`config.mk`:
```
export PLATFORM = sky130hd
export DESIGN_NAME = alu8_core
export DESIGN_NICKNAME = d
export VERILOG_FILES = /design/src/rtl/alu8_pkg.sv /design/src/rtl/alu8_addsub.sv /design/src/rtl/alu8_shlog.sv /design/src/rtl/alu8_decadj.sv /design/src/rtl/alu8_core.sv
export SDC_FILE = /design/constraint.sdc
export NUM_CORES = 1
export LEC_CHECK = 0
export BUFFER_PORTS_ARGS = -buffer_cell sky130_fd_sc_hd__buf_2
export CELL_PAD_IN_SITES_DETAIL_PLACEMENT = 2
export CELL_PAD_IN_SITES_GLOBAL_PLACEMENT = 2
export CORE_MARGIN = 2
export CORE_UTILIZATION = 35
export CTS_CLUSTER_SIZE = 28
export DETAILED_ROUTE_END_ITERATION = 8
export PLACE_DENSITY_LB_ADDON = 0.1
export SLEW_MARGIN = 20
export SYNTH_ARGS = -nofsm -noshare
export SYNTH_HDL_FRONTEND = slang
export SYNTH_HIERARCHICAL = 1
export SYNTH_SLANG_ARGS = --single-unit
export TNS_END_PERCENT = 1
```
`constraint.sdc`:
```
create_clock -name clk -period 0.8 [get_ports clk]
set_input_delay 0.2 -clock clk [delete_from_list [all_inputs] [get_ports clk]]
set_output_delay 0.2 -clock clk [all_outputs]
set_load 0.005 [all_outputs]
```
`src/rtl/alu8_pkg.sv`:
```
package alu8_pkg;

    localparam int DATA_W = 8;
    localparam int NIB_W  = DATA_W / 2;
    localparam int OP_W   = 4;
    localparam logic [NIB_W-1:0] BCD_MAX = NIB_W'(9);

    typedef enum logic [OP_W-1:0] {
        OP_ADD  = 4'd0,
        OP_ADDC = 4'd1,
        OP_SUBB = 4'd2,
        OP_INC  = 4'd3,
        OP_DEC  = 4'd4,
        OP_AND  = 4'd5,
        OP_OR   = 4'd6,
        OP_XOR  = 4'd7,
        OP_CLR  = 4'd8,
        OP_CPL  = 4'd9,
        OP_RL   = 4'd10,
        OP_RLC  = 4'd11,
        OP_RR   = 4'd12,
        OP_RRC  = 4'd13,
        OP_DA   = 4'd14,
        OP_PASS = 4'd15
    } op_e;

    typedef struct packed {
        logic [DATA_W-1:0] res;
        logic              cy;
        logic              ac;
        logic              ov;
        logic              par;
    } alu_out_t;

endpackage

```
`src/rtl/alu8_addsub.sv`:
```
// Shared adder for add, add-with-carry and subtract-with-borrow.
// Subtraction is a + ~b + ~cin; borrows are the inverted carries.
module alu8_addsub
    import alu8_pkg::*;
(
    input  logic [DATA_W-1:0] a_i,
    input  logic [DATA_W-1:0] b_i,
    input  logic              cin_i,
    input  logic              sub_i,
    output logic [DATA_W-1:0] sum_o,
    output logic              cy_o,
    output logic              ac_o,
    output logic              ov_o
);
    localparam int MID_W = DATA_W - NIB_W - 1;

    logic [DATA_W-1:0] b_eff;
    logic              c_eff;
    logic [NIB_W:0]    lo_sum;
    logic [MID_W:0]    mid_sum;
    logic [1:0]        top_sum;
    logic              c_nib;
    logic              c_msb_in;
    logic              c_msb_out;

    always_comb begin
        b_eff   = sub_i ? ~b_i : b_i;
        c_eff   = sub_i ? ~cin_i : cin_i;
        lo_sum  = {1'b0, a_i[NIB_W-1:0]} + {1'b0, b_eff[NIB_W-1:0]}
                + {{NIB_W{1'b0}}, c_eff};
        c_nib   = lo_sum[NIB_W];
        mid_sum = {1'b0, a_i[DATA_W-2:NIB_W]} + {1'b0, b_eff[DATA_W-2:NIB_W]}
                + {{MID_W{1'b0}}, c_nib};
        c_msb_in  = mid_sum[MID_W];
        top_sum   = {1'b0, a_i[DATA_W-1]} + {1'b0, b_eff[DATA_W-1]}
                  + {1'b0, c_msb_in};
        c_msb_out = top_sum[1];
        sum_o = {top_sum[0], mid_sum[MID_W-1:0], lo_sum[NIB_W-1:0]};
        cy_o  = sub_i ? ~c_msb_out : c_msb_out;
        ac_o  = sub_i ? ~c_nib : c_nib;
        ov_o  = c_msb_in ^ c_msb_out;
    end
endmodule

```
`src/rtl/alu8_shlog.sv`:
```
// Bitwise logic, clear, complement and the four rotations.
module alu8_shlog
    import alu8_pkg::*;
(
    input  op_e               op_i,
    input  logic [DATA_W-1:0] a_i,
    input  logic [DATA_W-1:0] b_i,
    input  logic              cy_i,
    output logic [DATA_W-1:0] res_o,
    output logic              cy_o
);
    always_comb begin
        res_o = a_i;
        cy_o  = cy_i;
        unique case (op_i)
            OP_AND: res_o = a_i & b_i;
            OP_OR:  res_o = a_i | b_i;
            OP_XOR: res_o = a_i ^ b_i;
            OP_CLR: res_o = '0;
            OP_CPL: res_o = ~a_i;
            OP_RL:  res_o = {a_i[DATA_W-2:0], a_i[DATA_W-1]};
            OP_RR:  res_o = {a_i[0], a_i[DATA_W-1:1]};
            OP_RLC: begin
                res_o = {a_i[DATA_W-2:0], cy_i};
                cy_o  = a_i[DATA_W-1];
            end
            OP_RRC: begin
                res_o = {cy_i, a_i[DATA_W-1:1]};
                cy_o  = a_i[0];
            end
            default: begin
                res_o = a_i;
                cy_o  = cy_i;
            end
        endcase
    end
endmodule

```
`src/rtl/alu8_decadj.sv`:
```
// Two-step packed-BCD correction after an addition.
module alu8_decadj
    import alu8_pkg::*;
(
    input  logic [DATA_W-1:0] a_i,
    input  logic              cy_i,
    input  logic              ac_i,
    output logic [DATA_W-1:0] res_o,
    output logic              cy_o
);
    localparam logic [DATA_W:0] LO_FIX = (DATA_W+1)'(6);
    localparam logic [DATA_W:0] HI_FIX = (DATA_W+1)'(6) << NIB_W;

    logic            lo_need;
    logic            hi_need;
    logic [DATA_W:0] step1;
    logic [DATA_W:0] step2;

    always_comb begin
        lo_need = (a_i[NIB_W-1:0] > BCD_MAX) || ac_i;
        step1   = {1'b0, a_i} + (lo_need ? LO_FIX : '0);
        hi_need = (step1[DATA_W-1:NIB_W] > BCD_MAX) || cy_i || step1[DATA_W];
        step2   = {1'b0, step1[DATA_W-1:0]} + (hi_need ? HI_FIX : '0);
        res_o   = step2[DATA_W-1:0];
        cy_o    = cy_i | step1[DATA_W] | step2[DATA_W];
    end
endmodule

```
`src/rtl/alu8_core.sv`:
```
module alu8_core
    import alu8_pkg::*;
(
    input  logic              clk,
    input  logic              rst_n,
    input  logic [OP_W-1:0]   op_i,
    input  logic [DATA_W-1:0] acc_i,
    input  logic [DATA_W-1:0] src_i,
    input  logic              cy_i,
    input  logic              ac_i,
    input  logic              ov_i,
    output logic [DATA_W-1:0] res_o,
    output logic              cy_o,
    output logic              ac_o,
    output logic              ov_o,
    output logic              par_o
);
    op_e op;
    assign op = op_e'(op_i);

    logic              is_sub;
    logic              as_cin;
    logic [DATA_W-1:0] as_sum;
    logic              as_cy, as_ac, as_ov;
    logic [DATA_W-1:0] sl_res;
    logic              sl_cy;
    logic [DATA_W-1:0] da_res;
    logic              da_cy;

    assign is_sub = (op == OP_SUBB);
    assign as_cin = (op == OP_ADD) ? 1'b0 : cy_i;

    alu8_addsub u_addsub (
        .a_i   (acc_i),
        .b_i   (src_i),
        .cin_i (as_cin),
        .sub_i (is_sub),
        .sum_o (as_sum),
        .cy_o  (as_cy),
        .ac_o  (as_ac),
        .ov_o  (as_ov)
    );

    alu8_shlog u_shlog (
        .op_i  (op),
        .a_i   (acc_i),
        .b_i   (src_i),
        .cy_i  (cy_i),
        .res_o (sl_res),
        .cy_o  (sl_cy)
    );

    alu8_decadj u_decadj (
        .a_i   (acc_i),
        .cy_i  (cy_i),
        .ac_i  (ac_i),
        .res_o (da_res),
        .cy_o  (da_cy)
    );

    alu_out_t out_d, out_q;

    always_comb begin
        out_d.res = acc_i;
        out_d.cy  = cy_i;
        out_d.ac  = ac_i;
        out_d.ov  = ov_i;
        unique case (op)
            OP_ADD, OP_ADDC, OP_SUBB: begin
                out_d.res = as_sum;
                out_d.cy  = as_cy;
                out_d.ac  = as_ac;
                out_d.ov  = as_ov;
            end
            OP_INC: out_d.res = acc_i + DATA_W'(1);
            OP_DEC: out_d.res = acc_i - DATA_W'(1);
            OP_AND, OP_OR, OP_XOR, OP_CLR, OP_CPL,
            OP_RL, OP_RLC, OP_RR, OP_RRC: begin
                out_d.res = sl_res;
                out_d.cy  = sl_cy;
            end
            OP_DA: begin
                out_d.res = da_res;
                out_d.cy  = da_cy;
            end
            default: out_d.res = acc_i;
        endcase
        out_d.par = ^out_d.res;
    end

    always_ff @(posedge clk or negedge rst_n) begin
        if (!rst_n) out_q <= '0;
        else        out_q <= out_d;
    end

    assign res_o = out_q.res;
    assign cy_o  = out_q.cy;
    assign ac_o  = out_q.ac;
    assign ov_o  = out_q.ov;
    assign par_o = out_q.par;
endmodule

```
==> results.toml <==
[die]
core_region_area_sq_um = 7727
dieHeight_um = 93.15
num_rows = 32
start_util_pct = 35.99
ioPinCount = 37
die-area_sq_um = 8676
die_width_um = 93.15

[placed_design]
gp_congestion = 0.8274
post_dp_cell_area_sq_um = 3672
hpwl_um = 10080
dp_slack_ns = -3.515
io_buffer_count = 36

[timing]
timing.final.ws_setup_ns = -3.285
period_minus_slack_ns = 4.085
grt_setup_unrepaired = "true"
period_share_pct = 510.7
setup_viol = 24
tightest_slew_ns = 0.4791
slew_violations = 0
final_hold_viol_count = 0
fmax_ghz = 0.2448
slew_headroom_pct = 67.94

[routing]
wirelength_um = 17780
postRouteAntennaNets = 0
first_pass_iters = 5
drt_iter0_markers = 255
vias = 3716
viasPerCell = 6.474
remaining_drc_errors = 0
wl_per_cell_um = 30.97

[pwr]
peakVddDrop_mv = 0.6592
p_leak_nw = 1.932
power_density_nw_per_um2 = 1256

[synth]
synthCells = 351
synth.yosys.seq_area_share_pct = 10.80
ys_ff_latch = 12
syn_nets = 410
yosysWarningCount = 6
async_flop_share_pct = 100.0
synth_top_area_share_pct = 12.15
yosysTopAreaCell = "ha_1"
yosysMostFrequentCell = "nor2_1"
synth_flop_cell = "dfrtp_1"
synth_area_sq_um = 2781
synth_area_leaders = "ha_1 12%, dfrtp_1 11%, a21oi_1 5.0%"
synth_enable_flop_cells = 0
synthDistinctLibCells = 75
synth.avg_cell_area_sq_um = 7.924
synthTopCellsByCount = "31 x nor2_1, 28 x a21oi_1, 28 x inv_1"

[hold_path]
min_path_cells = 2
hold_start = "ov_i"
hold_class = "input port to flop"

[critical_path]
cp_max_fo = 4
critPathRequiredTime_ns = 0.93
arrival_ns = 4.22
setup.worst_path.start = "op_i[3]"
cp-end-kind = "flop"
crit_type = "input port to flop"
cp-start-kind = "input port"

[status]
status = "complete, but fails checks"
violations = "setup timing"

[clock_tree]
clockBufferDepth = 2
path_clk_slew_ns = 0.06
cts_tree = "built"
htree_levels = 1
numCtsBuffers = 3
cts_sinks = 12
root_buffer = "clkbuf_8"

[global_routing]
gr-total-overflow = 0
track_usage_pct = 35.04
grt_pass1_vias = 3865
grt_pass1_wl_um = 22910
antenna_found_initial = 0
grt_max_degree = 47

[finish]
design_area_sq_um = 3999
areaGrowthSynthToFinish_pct = 43.77
antenna_cells = 0
finish.utilization_pct = 51.75
num-nets-final = 532
drive_gt1_share_pct = 39.62

[run]
maxCapViolCount = 0
registers in the layout, summed over array words and instances (netlist names):
register and cells:
ac_o 1, cy_o 1, ov_o 1, par_o 1
res_o 8
worst paths after layout:
kind	end	slack, ns
max	par_o$_DFF_PN0_	-3.29
max in group asynchronous	res_o[7]$_DFF_PN0_	0.14
min in group asynchronous	ac_o$_DFF_PN0_	0.38
min	ov_o$_DFF_PN0_	0.20
routing by layer:
layer	global-route usage (%)	share of wire, %	vias up
met5	0	0	-
met4	11.27	6.8	0
met3	4.271	5.4	86
met2	64.67	50	228
met1	41.99	38	1880
li1	-	-	1522
stage by stage:
stage          total power [mW]  TNS, ns  std cells  hold slack (ns)
2_1_floorplan             2.214   -27.07        351         -0.09559
3_3_place_gp              3.269   -28.49        559          0.08369
3_5_place_dp              3.517   -30.85        559           0.1100
4_1_cts                   4.464   -28.77        569           0.2110
5_1_grt                   5.146   -30.75        574           0.2174
6_report                  5.023   -30.19        574           0.2017
area by class of cell:
| type | instances | area, sq um |
|---|---|---|
| repair buffers | 139 | 1008 |
| flip-flops and latches | 12 | 300.3 |
| multi-input cells | 288 | 2386 |
| fillers | 835 | 3729 |
| inverters | 29 | 121.4 |
| well taps | 102 | 127.6 |
| clock buffers | 4 | 55.05 |
cell families (layout without fill, tap and decap cells):
| group | Yosys count | count (layout) | share of synthesized area, % |
|---|---|---|---|
| buffers and inverters | 51 | 172 | 9.222 |
| adders and majority gates | 34 | 34 | 17.18 |
| muxes | 3 | 3 | 1.170 |
| AOI/OAI and AO/OA | 116 | 116 | 30.32 |
| and+or+nand+nor | 107 | 107 | 21.23 |
| DFF | 12 | 12 | 10.80 |
| xor gates and xnor gates | 28 | 28 | 10.08 |
where the power goes:
group	switching (mW)	internal [mW]	total, mW
logic	1.90	1.58	3.48
clock network	0.331	0.440	0.771
registers	0.0456	0.731	0.776
total	2.27	2.75	5.02
cells in the final DEF (no fill, tap or decap), types with 7 or more instances in the layout:
cell / instances
o22a_1: 7
nand2_1: 14
xor2_1: 14
o21ai_0: 13
buf_2: 33
nor2_1: 30
inv_1: 27
and3_1: 7
a21oi_1: 26
buf_4: 96
dfrtp_1: 12
ha_1: 25
nor2b_1: 10
timing repair:
action,4_1_cts,5_1_grt
setup endpoints to repair,24,24
hold buffers,1,0
buffers inserted,5,5
endpoints found under the hold margin,12,0
pin swaps,15,13
resized for setup,28,18
critical path: stages:
cell and delay (ns):
buf_8 0.11, o41a_1 0.45, xnor2_2 0.17, fa_2 0.40, inv_2 0.10, fa_2 0.24
nand3_2 0.08, nand2_2 0.09, fa_2 0.25, a21o_1 0.21, a21oi_4 0.09, fa_1 0.57
inv_1 0.06, a221o_1 0.34, buf_4 0.14, o21a_4 0.20, xnor2_2 0.19, xnor3_1 0.29
Note: power is estimated with default switching activity, not from simulation.
